==> src/rtl/cmdbuf_pkg.sv <==
package cmdbuf_pkg;

    // Number of lane positions, numbered 1..NPOS
    localparam int NPOS       = 25;
    // Last lane position used by the 14-lane layouts
    localparam int SPLIT_TOP  = 14;
    // Lane positions that carry termination / clock enable in layout B
    localparam int ODT_SLOT_B = 11;
    localparam int CKE_SLOT_B = 14;
    localparam int CTL_W      = 3;

    typedef enum logic [1:0] {
        MAP_WIDE    = 2'd0,
        MAP_SPLIT_A = 2'd1,
        MAP_SPLIT_B = 2'd2
    } map_e;

    typedef struct packed {
        logic cs;
        logic odt;
        logic cke;
    } ctl_t;

    function automatic map_e pick_map(input logic split, input logic alt);
        if (!split)
            return MAP_WIDE;
        else if (alt)
            return MAP_SPLIT_B;
        return MAP_SPLIT_A;
    endfunction

    // Lanes that carry ordinary data for a given layout
    function automatic logic [NPOS:1] lane_mask(input map_e m);
        logic [NPOS:1] r;
        logic          core;
        r = '0;
        for (int p = 1; p <= NPOS; p++) begin
            core = (p == 2) || (p == 3) || (p == 5) || (p == 6) ||
                   (p >= 8 && p <= 10);
            case (m)
                MAP_WIDE:    r[p] = core || (p >= 11);
                MAP_SPLIT_A: r[p] = core || (p >= 11 && p <= SPLIT_TOP);
                MAP_SPLIT_B: r[p] = core || (p == 1) || (p == 4) ||
                                    (p == 12) || (p == 13);
                default:     r[p] = 1'b0;
            endcase
        end
        return r;
    endfunction

endpackage

==> src/rtl/cmd_lane_map.sv <==
module cmd_lane_map
    import cmdbuf_pkg::*;
(
    input  logic            split,
    input  logic            alt,
    input  logic            cs_n,
    input  logic [NPOS:1]   d_in,
    input  logic            odt_in,
    input  logic            cke_in,
    output logic [NPOS:1]   data_next,
    output ctl_t            ctl_next
);

    map_e          map;
    logic [NPOS:1] mask;

    always_comb begin
        map       = pick_map(split, alt);
        mask      = lane_mask(map);
        data_next = d_in & mask;
        ctl_next.cs = cs_n;
        if (map == MAP_SPLIT_B) begin
            ctl_next.odt = d_in[ODT_SLOT_B];
            ctl_next.cke = d_in[CKE_SLOT_B];
        end else begin
            ctl_next.odt = odt_in;
            ctl_next.cke = cke_in;
        end
    end

endmodule

==> src/rtl/cmd_hold_reg.sv <==
module cmd_hold_reg #(
    parameter int W = 8
) (
    input  logic         clk,
    input  logic         rst_n,
    input  logic         load,
    input  logic [W:1]   d,
    output logic [W:1]   q
);

    always_ff @(posedge clk or negedge rst_n) begin
        if (!rst_n)
            q <= '0;
        else if (load)
            q <= d;
    end

endmodule

==> src/rtl/cmd_ctl_reg.sv <==
module cmd_ctl_reg
    import cmdbuf_pkg::*;
(
    input  logic clk,
    input  logic rst_n,
    input  ctl_t d,
    output ctl_t q
);

    always_ff @(posedge clk or negedge rst_n) begin
        if (!rst_n)
            q <= '0;
        else
            q <= d;
    end

endmodule

==> src/rtl/cmd_fanout.sv <==
module cmd_fanout #(
    parameter int W = 8
) (
    input  logic         en,
    input  logic [W-1:0] a,
    output logic [W-1:0] b
);

    for (genvar i = 0; i < W; i++) begin : g_copy
        assign b[i] = en & a[i];
    end

endmodule

==> src/rtl/cmd_regbuf.sv <==
module cmd_regbuf
    import cmdbuf_pkg::*;
(
    input  logic            clk,
    input  logic            rst_n,
    input  logic            cfg_split,
    input  logic            cfg_alt,
    input  logic            cs_a_n,
    input  logic            cs_b_n,
    input  logic [NPOS:1]   d_in,
    input  logic            odt_in,
    input  logic            cke_in,
    output logic [NPOS:1]   q_a,
    output logic [NPOS:1]   q_b,
    output logic            cs_qa,
    output logic            cs_qb,
    output logic            odt_qa,
    output logic            odt_qb,
    output logic            cke_qa,
    output logic            cke_qb
);

    logic [NPOS:1] data_next;
    logic [NPOS:1] data_q;
    ctl_t          ctl_next;
    ctl_t          ctl_q;
    ctl_t          ctl_b;
    logic          data_load;

    // Data lanes load unless both selects are high
    assign data_load = ~(cs_a_n & cs_b_n);

    cmd_lane_map u_map (
        .split     (cfg_split),
        .alt       (cfg_alt),
        .cs_n      (cs_a_n),
        .d_in      (d_in),
        .odt_in    (odt_in),
        .cke_in    (cke_in),
        .data_next (data_next),
        .ctl_next  (ctl_next)
    );

    cmd_hold_reg #(.W(NPOS)) u_data (
        .clk   (clk),
        .rst_n (rst_n),
        .load  (data_load),
        .d     (data_next),
        .q     (data_q)
    );

    cmd_ctl_reg u_ctl (
        .clk   (clk),
        .rst_n (rst_n),
        .d     (ctl_next),
        .q     (ctl_q)
    );

    cmd_fanout #(.W(NPOS)) u_fan_data (
        .en (cfg_split),
        .a  (data_q),
        .b  (q_b)
    );

    cmd_fanout #(.W(CTL_W)) u_fan_ctl (
        .en (cfg_split),
        .a  (ctl_q),
        .b  (ctl_b)
    );

    assign q_a    = data_q;
    assign cs_qa  = ctl_q.cs;
    assign odt_qa = ctl_q.odt;
    assign cke_qa = ctl_q.cke;
    assign cs_qb  = ctl_b.cs;
    assign odt_qb = ctl_b.odt;
    assign cke_qb = ctl_b.cke;

endmodule

==> config.mk <==
export PLATFORM = sky130hd
export DESIGN_NAME = cmd_regbuf
export DESIGN_NICKNAME = d
export VERILOG_FILES = /design/src/rtl/cmdbuf_pkg.sv /design/src/rtl/cmd_lane_map.sv /design/src/rtl/cmd_hold_reg.sv /design/src/rtl/cmd_ctl_reg.sv /design/src/rtl/cmd_fanout.sv /design/src/rtl/cmd_regbuf.sv
export SDC_FILE = /design/constraint.sdc
export NUM_CORES = 1
export LEC_CHECK = 0
export ABC_AREA = 1
export CAP_MARGIN = 25
export CORE_UTILIZATION = 25
export CTS_CLUSTER_DIAMETER = 40
export DETAILED_ROUTE_END_ITERATION = 10
export PLACE_DENSITY = 0.61
export SLEW_MARGIN = 30
export SYNTH_ARGS = -nofsm -noshare
export SYNTH_HDL_FRONTEND = slang
export SYNTH_SLANG_ARGS = --single-unit
==> constraint.sdc <==
create_clock -name clk -period 1.8 [get_ports clk]
set_clock_uncertainty 0.05 [all_clocks]
set_input_delay 0.27 -clock clk [delete_from_list [all_inputs] [get_ports clk]]
set_output_delay 0.27 -clock clk [all_outputs]
set_load 0.03 [all_outputs]
==> results.txt, run 1 <==
----------------------------------------------------
[Clocking]
  Clock edge transition at the registers on the reported setup and hold paths ... 90 ps
  Root Driver ... sky130_fd_sc_hd__clkbuf_8
  Number of buffers on the longest clock path ... 2
  CTS Hold Bufs ... 0
  Clock H-tree levels ... 1
  Post-cts sizing count ... 0
  Total setup buffers inserted after CTS ... 0
  Number of CTS-inserted buffers ... 3
  Clock insertion delay at the later pin of the skew report ... 270 ps
  Num Clock Sinks ... 27
  TritonCTS clock tree ... built

[Worst setup path]
  Cell-by-cell listing of the critical path ... clkdlybuf4s50_1
  CP Class ... register to output pin
  Capture point of the worst reg-to-reg path ... u_data.q[25]
  Largest incremental delay on the critical path ... 690 ps
  Family with the most delay on the worst path ... buffers and inverters
  Launch point of the worst reg-to-reg path ... u_data.q[25]
  Required time at the endpoint of the critical path ... 1480 ps
  Type of element launching the critical path ... register
  Data arrival at the endpoint of the critical path ... 1350 ps
  Highest net fanout along the worst path ... 3
  Worst-case register-to-register setup slack ... 1100 ps
  Buf/Inv on CP ... 1
  Count of cells along the worst register-to-register path ... 2
  Critical Path End Type ... output pin
  Critical Path Slowest Stage Cell ... sky130_fd_sc_hd__clkdlybuf4s50_1

[GRT]
  Global routing usage on met3 ... 0.0244
  Largest net degree at the start of global routing ... 32
  Global-route wire length before repair ... 5560 µm
  Initial antenna violation count ... 0
  Aggregate global routing overflow ... 0
  GRT met1 Usage ... 0.175
  Most utilized layer in the global route result ... met2
  Vias in the first global route ... 1154
  Total global routing track utilization ... 0.133
  GR Util met2 ... 0.217

[Power]
  Cell-internal power ... 0.00103 W
  Proportion of power drawn by combinational gates ... 0.329
  Switching Power ... 0.000519 W
  Static leakage ... 1.28 nW
  Pwr Density ... 708 mW/mm²
  Part of the total power dissipated in the clock network ... 0.227
  Reg power frac ... 0.444
  Switching power as a share of total power ... 0.336
  Worst vdd ir ... 0.316 mV

[Timing]
  Highest clock rate ... 0.598 GHz
  Number of failing hold endpoints at the final stage ... 0
  Crit path setup slack, layout ... 127 ps
  Accumulated negative setup slack ... 0 ps
  Post-route minimum period ... 1670 ps
  Setup-violating endpoint count in the final report ... 0
  Total count of max-transition violations in the final report ... 0
  Period utilization ... 0.929
  Setup repair after global routing missed its margin ... false

[Placed design]
  Worst slack, placed ... 226 ps
  Last weighted congestion value of the routability-driven placer ... 0.716
  Placed cell areas ... 0.00214 mm²
  Post-DP HPWL ... 2550 µm
  Quantity of I/O buffers inserted on ports ... 85

[Drt]
  Total wire length after detailed routing ... 3590 µm
  Initial drt markers ... 24
  DRT Pass-1 Iters ... 4
  DRC violation count after routing ... 0
  Average wire per cell in the routed design ... 10.9 µm
  Via density per instance ... 3.93
  Vias post-DR ... 1289
  Number of antenna-violating nets in the routed design ... 0

[Synth]
  Distinct cell type count after synthesis ... 11
  Synth Area in XOR/XNOR ... 0
  Simple-Gate Fraction of Synth Area ... 0.332
  Flip-flop and latch count after synthesis ... 27
  Portion of netlist area occupied by mux cells ... 0
  Yosys warnings ... 0
  Synthesized-area fraction occupied by adder cells ... 0
  Dominant combinational cell family by area after synthesis ... simple AND/OR/NAND/NOR gates
  Number of standard cells after synthesis ... 178
  Post-synthesis cell area ... 0.00131 mm²
  Average size of a mapped cell ... 7.36 µm²
  Synth Area in Compound Gates ... 0
  Proportion of synthesized chip area in sequential cells ... 0.516

[Cells and area]
  Most common cell after layout, fill and taps aside ... sky130_fd_sc_hd__nand2_1
  Fill cell total of the finished layout ... 511
  Commonest cells after routing, fill and taps aside ... sky130_fd_sc_hd__nand2_1, sky130_fd_sc_hd__clkdlybuf4s50_1, sky130_fd_sc_hd__inv_1
  Final #Nets ... 295
  Final antenna diode count ... 0
  Fin area ... 0.00218 mm²
  Growth of design area from synthesis to finish ... 66.8%
  Layout cells sized above 1 ... 0.134

[Die]
  Die footprint ... 0.00553 mm²
  Placeable core region ... 0.00488 mm²
  Starting utilization of the core area ... 0.268
  Placement Rows ... 25
  Number of primary I/O pins ... 89
  Die outline height ... 74.4 µm
  Width of the die ... 74.4 µm

[Run]
  Count of max-cap constraint violations ... 0

[Outcome]
  Outcome ... finished clean

[Worst hold path]
  Worst Hold Class ... input port to asynchronous set/reset pin

----------------------------------------------------
## layout make-up
cell class	instances	area, µm²	share of cell area
repair buffers	88	818	0.375
flip-flops and latches	27	676	0.309
multi-input cells	111	443	0.203
inverters	31	119	0.0544
well taps	67	83.8	0.0384
clock buffers	4	45.0	0.0206
## layer usage
layer	vias up	wire, µm	share of wire
met1	569	1590	0.44
li1	673	-	-
met5	-	0	0
met3	4	200	0.056
met2	43	1760	0.49
met4	0	47	0.013
## stage by stage
| step | hold slack [ps] | std cells | util | power (W) |
|---|---|---|---|---|
| 3_3_place_gp | 432 | 324 | 0.438 | 0.00121 |
| 2_1_floorplan | -75.6 | 179 | - | 0.000967 |
| 6_report | 322 | 328 | 0.448 | 0.00155 |
| 3_5_place_dp | 434 | 324 | 0.438 | 0.00121 |
| 5_1_grt | 376 | 328 | 0.448 | 0.00163 |
| 4_1_cts | 324 | 328 | 0.448 | 0.00158 |
## state kept, by name (all words and copies together) (netlist names)
name,count
u_data.q,24
u_ctl.q,3
## worst max path at each step
stage | to | slack (ps) | cells past startpoint | startpoint
after detailed placement | q_b[25] | 230 | 5 | cfg_split
after CTS | q_a[17] | 110 | 1 | u_data.q[17]
after floorplan | q_b[10] | 690 | 2 | u_data.q[10]
after global placement | q_b[19] | 230 | 5 | cfg_split
final | q_a[25] | 130 | 1 | u_data.q[25]
after global routing | q_a[17] | 60 | 1 | u_data.q[17]
## synth_stat cells
cell type / n / area [µm²]
sky130_fd_sc_hd__nor2_1: 2 / 7.51
sky130_fd_sc_hd__conb_1: 1 / 3.75
sky130_fd_sc_hd__dfrtp_1: 27 / 676
sky130_fd_sc_hd__nand3_1: 15 / 75.1
sky130_fd_sc_hd__nand2_1: 91 / 342
sky130_fd_sc_hd__buf_6: 3 / 33.8
sky130_fd_sc_hd__inv_4: 1 / 6.26
sky130_fd_sc_hd__nand2_4: 1 / 11.3
sky130_fd_sc_hd__inv_1: 30 / 113
sky130_fd_sc_hd__buf_4: 3 / 22.5
sky130_fd_sc_hd__buf_2: 4 / 20.0
## cells by family (layout without fill, tap and decap cells)
group,Yosys count,count (layout)
simple gates,109,109
flops,27,27
buf+inv,41,123
other cells,1,2
## power by group through the flow
stage	clock network (W)	logic (W)	registers, W
after floorplan	0	0.000180	0.000787
after global placement	0	0.000513	0.000698
after detailed placement	0	0.000516	0.000699
after CTS	0.000373	0.000517	0.000687
after global routing	0.000393	0.000548	0.000694
final	0.000351	0.000510	0.000687
Power figures use the tool's default switching activity.
==> inputs of run 2 (changes only) <==
--- a/config.mk
+++ b/config.mk
@@ -9,6 +9,6 @@
 export CAP_MARGIN = 25
-export CORE_UTILIZATION = 25
+export CORE_UTILIZATION = 35
 export CTS_CLUSTER_DIAMETER = 40
 export DETAILED_ROUTE_END_ITERATION = 10
-export PLACE_DENSITY = 0.61
+export PLACE_DENSITY = 0.8
 export SLEW_MARGIN = 30
==> constraint.sdc (replaced) <==
create_clock -name clk -period 1.8 [get_ports clk]
set_clock_uncertainty 0.05 [all_clocks]
set_input_delay 0.54 -clock clk [delete_from_list [all_inputs] [get_ports clk]]
set_output_delay 0.54 -clock clk [all_outputs]
set_load 0.03 [all_outputs]
==> run 2 against run 1 <==
Final area is 0.80% lower; routed wire length down 8.4%; worst setup slack got worse by 55 ps; maximum frequency fell by 3.2%; flip-flop and latch count unchanged; first-iteration DRC count grew 100%; combinational power is 4.3% lower; sequential power barely moved; critical path depth rose by 4; non-clock buffer count rose by 2; cell count is 5.8% lower; count of clock-buffer cells in the layout unchanged.
==> results.txt, run 2 (synthesized netlist as in run 1, its figures left out) <==
----------------------------------------------------
[Outcome]
  Outcome ... finished clean

[Timing]
  Period utilization ... 0.960
  Accumulated negative setup slack ... 0 ps
  Highest clock rate ... 0.579 GHz
  Number of failing hold endpoints at the final stage ... 0
  Setup repair after global routing missed its margin ... false
  Total count of max-transition violations in the final report ... 0
  Setup-violating endpoint count in the final report ... 0
  Post-route minimum period ... 1730 ps

[Placed design]
  Quantity of I/O buffers inserted on ports ... 85
  Last weighted congestion value of the routability-driven placer ... 0.724
  Post-placement cell count ... 304
  Post-DP HPWL ... 2300 µm
  Placed cell areas ... 0.00213 mm²

[Drt]
  Via density per instance ... 4.24
  Initial drt markers ... 49
  Number of antenna-violating nets in the routed design ... 0
  Average wire per cell in the routed design ... 10.7 µm
  DRT Pass-1 Iters ... 3
  DRC violation count after routing ... 0
  Total wire length after detailed routing ... 3290 µm
  Vias post-DR ... 1311

[Worst setup path]
  Family with the most delay on the worst path ... buffers and inverters
  Cell-by-cell listing of the critical path ... buf_2 -> buf_12 -> nand2_1 -> inv_1 -> buf_4
  Setup crit end ... q_b[25]
  Total stage count of the critical path ... 5
  Data arrival at the endpoint of the critical path ... 1140 ps
  Buf/Inv on CP ... 4
  Type of element launching the critical path ... input port
  Critical Path Slowest Stage Cell ... sky130_fd_sc_hd__buf_2
  Required time at the endpoint of the critical path ... 1210 ps
  Capture point of the worst reg-to-reg path ... u_data.q[1]
  Launch point of the worst reg-to-reg path ... u_data.q[1]
  Worst-case register-to-register setup slack ... 1020 ps
  Largest incremental delay on the critical path ... 160 ps
  Source of the critical timing path ... cfg_split
  Highest net fanout along the worst path ... 16
  Critical Path End Type ... output pin
  CP Class ... input port to output pin
  Count of cells along the worst register-to-register path ... 3

[Cells and area]
  Final #Nets ... 297
  Commonest cells after routing, fill and taps aside ... sky130_fd_sc_hd__nand2_1, sky130_fd_sc_hd__inv_1, sky130_fd_sc_hd__clkdlybuf4s50_1
  Layout cells sized above 1 ... 0.144
  Most common cell after layout, fill and taps aside ... sky130_fd_sc_hd__nand2_1
  Final antenna diode count ... 0
  Fin area ... 0.00217 mm²
  Growth of design area from synthesis to finish ... 65.4%
  Largest Register ... u_data.q
  Max reg flops ... 24
  Largest registers ranked by flip-flop count ... u_data.q x24, u_ctl.q x3
  Layout Cells excl Fill ... 309
  Fill cell total of the finished layout ... 336

[Power]
  Switching Power ... 0.000498 W
  Pwr Density ... 693 mW/mm²
  Worst vdd ir ... 0.401 mV
  Static leakage ... 1.37 nW
  Switching power as a share of total power ... 0.332
  Cell-internal power ... 0.00100 W
  Proportion of power drawn by combinational gates ... 0.325
  Part of the total power dissipated in the clock network ... 0.219
  Reg power frac ... 0.456

[Worst hold path]
  Worst Hold Class ... register to register

[Die]
  Die footprint ... 0.00399 mm²
  Placement Rows ... 21
  Number of primary I/O pins ... 89
  Placeable core region ... 0.00347 mm²
  Die outline height ... 63.2 µm
  Width of the die ... 63.2 µm
  Starting utilization of the core area ... 0.378

[Clocking]
  CTS Hold Bufs ... 0
  Number of CTS-inserted buffers ... 3
  TritonCTS clock tree ... built
  Root Driver ... sky130_fd_sc_hd__clkbuf_8
  Clock H-tree levels ... 1
  Clock edge transition at the registers on the reported setup and hold paths ... 80 ps
  Clock insertion delay at the later pin of the skew report ... 260 ps
  Num Clock Sinks ... 27
  Number of buffers on the longest clock path ... 2

[GRT]
  Global-route wire length before repair ... 5580 µm
  Aggregate global routing overflow ... 0
  Initial antenna violation count ... 0
  Total global routing track utilization ... 0.174
  Largest net degree at the start of global routing ... 28
  Vias in the first global route ... 1256

[Run]
  Count of max-cap constraint violations ... 0

----------------------------------------------------
[run 2: cell types whose count changed in the layout (fill, tap and decap cells not counted), sizes merged]
cell / delta
dlygate4sd2: +27
buf: +3
clkdlybuf4s50: -28
[run 2: worst min path at each step]
stage	cells past startpoint	to	from	slack [ps]
after detailed placement	2	u_data.q[13]	u_data.q[13]	430
after global routing	2	u_data.q[16]	u_data.q[16]	480
after global placement	2	u_data.q[2]	u_data.q[2]	430
after floorplan	0	u_ctl.q[0]	rst_n	190
final	2	u_data.q[13]	u_data.q[13]	440
after CTS	2	u_data.q[13]	u_data.q[13]	450
[run 2: tightest hold or removal path, delay by kind of cell, from the launching register on]
family | cells | cell delay (ps)
flip-flops | 1 | 370
AND/OR/NAND/NOR | 2 | 100
[run 2: routing by layer]
layer  wire (µm)  part of all wire  global-route usage  up-vias
li1            -                 -                   -      682
met1        1480              0.45               0.221      584
met2        1630              0.50               0.316       43
met3         170             0.052              0.0217        2
met4           8            0.0024              0.0341        0
met5           0                 0                   0        -
[run 2: power by group through the flow]
stage	registers [W]	clock network, W	logic, W
5_1_grt	0.000692	0.000363	0.000523
4_1_cts	0.000685	0.000344	0.000493
6_report	0.000685	0.000328	0.000488
3_5_place_dp	0.000698	0	0.000517
3_3_place_gp	0.000698	0	0.000511
2_1_floorplan	0.000787	0	0.000180
[run 2: timing repair]
item,in CTS,in global routing
endpoints found under the setup margin,54,0
buffers inserted,0,0
resized for setup,33,0
[run 2: stage by stage]
stage | power [W] | setup WS (ps) | util | hold WS [ps]
after floorplan | 0.000967 | 167 | - | 194
after global routing | 0.00158 | 18.0 | 0.625 | 481
after CTS | 0.00152 | 58.4 | 0.625 | 452
after global placement | 0.00121 | -296 | 0.615 | 431
after detailed placement | 0.00122 | -321 | 0.615 | 434
final | 0.00150 | 72.8 | 0.625 | 442
[run 2: cell type report]
type / count / area (µm²) / share of cell area
Clock buffer: 4 / 45.0 / 0.0208
Inverter: 31 / 119 / 0.0548
Multi-Input combinational cell: 111 / 443 / 0.204
Sequential cell: 27 / 676 / 0.312
Tap cell: 46 / 57.6 / 0.0266
Timing Repair Buffer: 90 / 827 / 0.382
==> inputs of run 3 (changes only) <==
- CORE_UTILIZATION: 35 -> 38
- PLACE_DENSITY: 0.8 -> 0.86
==> run 3 against run 2 <==
Power shrank 4.4%; core utilization grew 6.4 points; sequential share of layout area shrank 0.090 points; non-clock buffer count is the same.
==> results.txt, run 3 (synthesized netlist as in run 1, its figures left out) <==
----------------------------------------------------
[GRT]
  Vias in the first global route ... 1292
  Largest net degree at the start of global routing ... 28
  Global-route wire length before repair ... 5530 µm
  Total global routing track utilization ... 0.205
  Initial antenna violation count ... 0
  Aggregate global routing overflow ... 0

[Clocking]
  CTS Hold Bufs ... 0
  Root Driver ... sky130_fd_sc_hd__clkbuf_4
  Number of CTS-inserted buffers ... 3
  Clock edge transition at the registers on the reported setup and hold paths ... 140 ps
  Clock insertion delay at the later pin of the skew report ... 310 ps
  Number of buffers on the longest clock path ... 2
  Num Clock Sinks ... 27
  Post-cts sizing count ... 36
  Total setup buffers inserted after CTS ... 0
  TritonCTS clock tree ... built
  Clock H-tree levels ... 1

[Worst setup path]
  Capture point of the worst reg-to-reg path ... u_data.q[25]
  Critical Path Slowest Stage Cell ... sky130_fd_sc_hd__dlygate4sd2_1
  Type of element launching the critical path ... register
  Highest net fanout along the worst path ... 3
  Required time at the endpoint of the critical path ... 1210 ps
  Family with the most delay on the worst path ... buffers and inverters
  Source of the critical timing path ... u_data.q[25]
  Count of cells along the worst register-to-register path ... 2
  Launch point of the worst reg-to-reg path ... u_data.q[25]
  Largest incremental delay on the critical path ... 420 ps
  CP Class ... register to output pin
  Data arrival at the endpoint of the critical path ... 1140 ps
  Buf/Inv on CP ... 1
  Worst-case register-to-register setup slack ... 1100 ps
  Critical Path End Type ... output pin
  Cell-by-cell listing of the critical path ... dlygate4sd2_1

[Drt]
  Average wire per cell in the routed design ... 11.3 µm
  Vias post-DR ... 1317
  Number of antenna-violating nets in the routed design ... 0
  DRT Pass-1 Iters ... 4
  DRC violation count after routing ... 0
  Total wire length after detailed routing ... 3460 µm
  Via density per instance ... 4.29
  Initial drt markers ... 32

[Placed design]
  Post-DP HPWL ... 2420 µm
  Worst slack, placed ... -322 ps
  Post-placement cell count ... 301
  Quantity of I/O buffers inserted on ports ... 85
  Last weighted congestion value of the routability-driven placer ... 0.783

[Power]
  Worst vdd ir ... 0.316 mV
  Switching Power ... 0.000501 W
  Reg power frac ... 0.478
  Part of the total power dissipated in the clock network ... 0.175
  Switching power as a share of total power ... 0.349
  Cell-internal power ... 0.000934 W
  Proportion of power drawn by combinational gates ... 0.347
  Static leakage ... 1.37 nW
  Pwr Density ... 660 mW/mm²

[Die]
  Placement Rows ... 20
  Die outline height ... 60.7 µm
  Width of the die ... 60.7 µm
  Die footprint ... 0.00369 mm²
  Number of primary I/O pins ... 89
  Starting utilization of the core area ... 0.415
  Placeable core region ... 0.00315 mm²

[Timing]
  Accumulated negative setup slack ... 0 ps
  Post-route minimum period ... 1730 ps
  Period utilization ... 0.961
  Total count of max-transition violations in the final report ... 0
  Highest clock rate ... 0.578 GHz
  Setup-violating endpoint count in the final report ... 0
  Number of failing hold endpoints at the final stage ... 0
  Crit path setup slack, layout ... 70.1 ps
  Setup repair after global routing missed its margin ... false

[Cells and area]
  Commonest cells after routing, fill and taps aside ... sky130_fd_sc_hd__nand2_1, sky130_fd_sc_hd__inv_1, sky130_fd_sc_hd__clkdlybuf4s50_1
  Final #Nets ... 297
  Layout cells sized above 1 ... 0.148
  Final antenna diode count ... 0
  Growth of design area from synthesis to finish ... 65.9%
  Largest Register ... u_data.q
  Largest registers ranked by flip-flop count ... u_data.q x24, u_ctl.q x3
  Layout Cells excl Fill ... 307
  Most common cell after layout, fill and taps aside ... sky130_fd_sc_hd__nand2_1
  Max reg flops ... 24

[Worst hold path]
  Endpoint of the worst hold-timing path ... u_data.q[6]
  Worst Hold Class ... register to register
  HP Start ... u_data.q[6]
  Number of cells traversed by the worst hold path ... 2

[Outcome]
  Outcome ... finished clean

[Run]
  Count of max-cap constraint violations ... 0

----------------------------------------------------
-- run 3: worst max-delay path by stage --
stage,end,slack [ps],cells after the start
floorplan,q_b[11],170,4
detailed placement,q_b[23],-320,5
global placement,q_b[1],-290,5
finish,q_a[25],70,1
global route,q_a[4],20,1
CTS,q_a[25],60,1
-- run 3: metal layers --
| layer | global-route usage | wire [µm] | part of all wire | vias up |
|---|---|---|---|---|
| met2 | 0.394 | 1840 | 0.53 | 44 |
| met1 | 0.232 | 1430 | 0.41 | 592 |
| met4 | 0.0519 | 10 | 0.0029 | 0 |
| met5 | 0 | 0 | 0 | - |
| met3 | 0.0341 | 177 | 0.051 | 2 |
| li1 | - | - | - | 679 |
-- run 3: layout make-up --
cell class / count / area (µm²)
tap: 44 / 55.1
clock buffer: 3 / 22.5
inverter: 31 / 119
sequential: 27 / 676
multi-input combinational: 111 / 443
clock inverter: 1 / 5.00
fill: 282 / 980
timing repair buffer: 90 / 853
-- run 3: power by group through the flow --
stage	Sequential [W]	Clock [W]	Combinational, W
2_1_floorplan	0.000787	0	0.000180
3_3_place_gp	0.000697	0	0.000508
3_5_place_dp	0.000698	0	0.000518
4_1_cts	0.000686	0.000262	0.000503
5_1_grt	0.000692	0.000288	0.000536
6_report	0.000686	0.000251	0.000498
-- run 3: metrics by stage --
step,cell area [µm²],hold WS [ps],power (W),utilization
5_1_grt,2170,490,0.00152,0.689
3_5_place_dp,2120,430,0.00122,0.673
2_1_floorplan,1310,194,0.000967,-
4_1_cts,2170,459,0.00145,0.689
6_report,2170,457,0.00143,0.689
3_3_place_gp,2120,426,0.00121,0.673
-- run 3: tightest hold or removal path, cell delays in order (launching register included) --
cell	delay, ps
sky130_fd_sc_hd__dfrtp_1	380
sky130_fd_sc_hd__nand2_1	60
sky130_fd_sc_hd__nand2_1	50
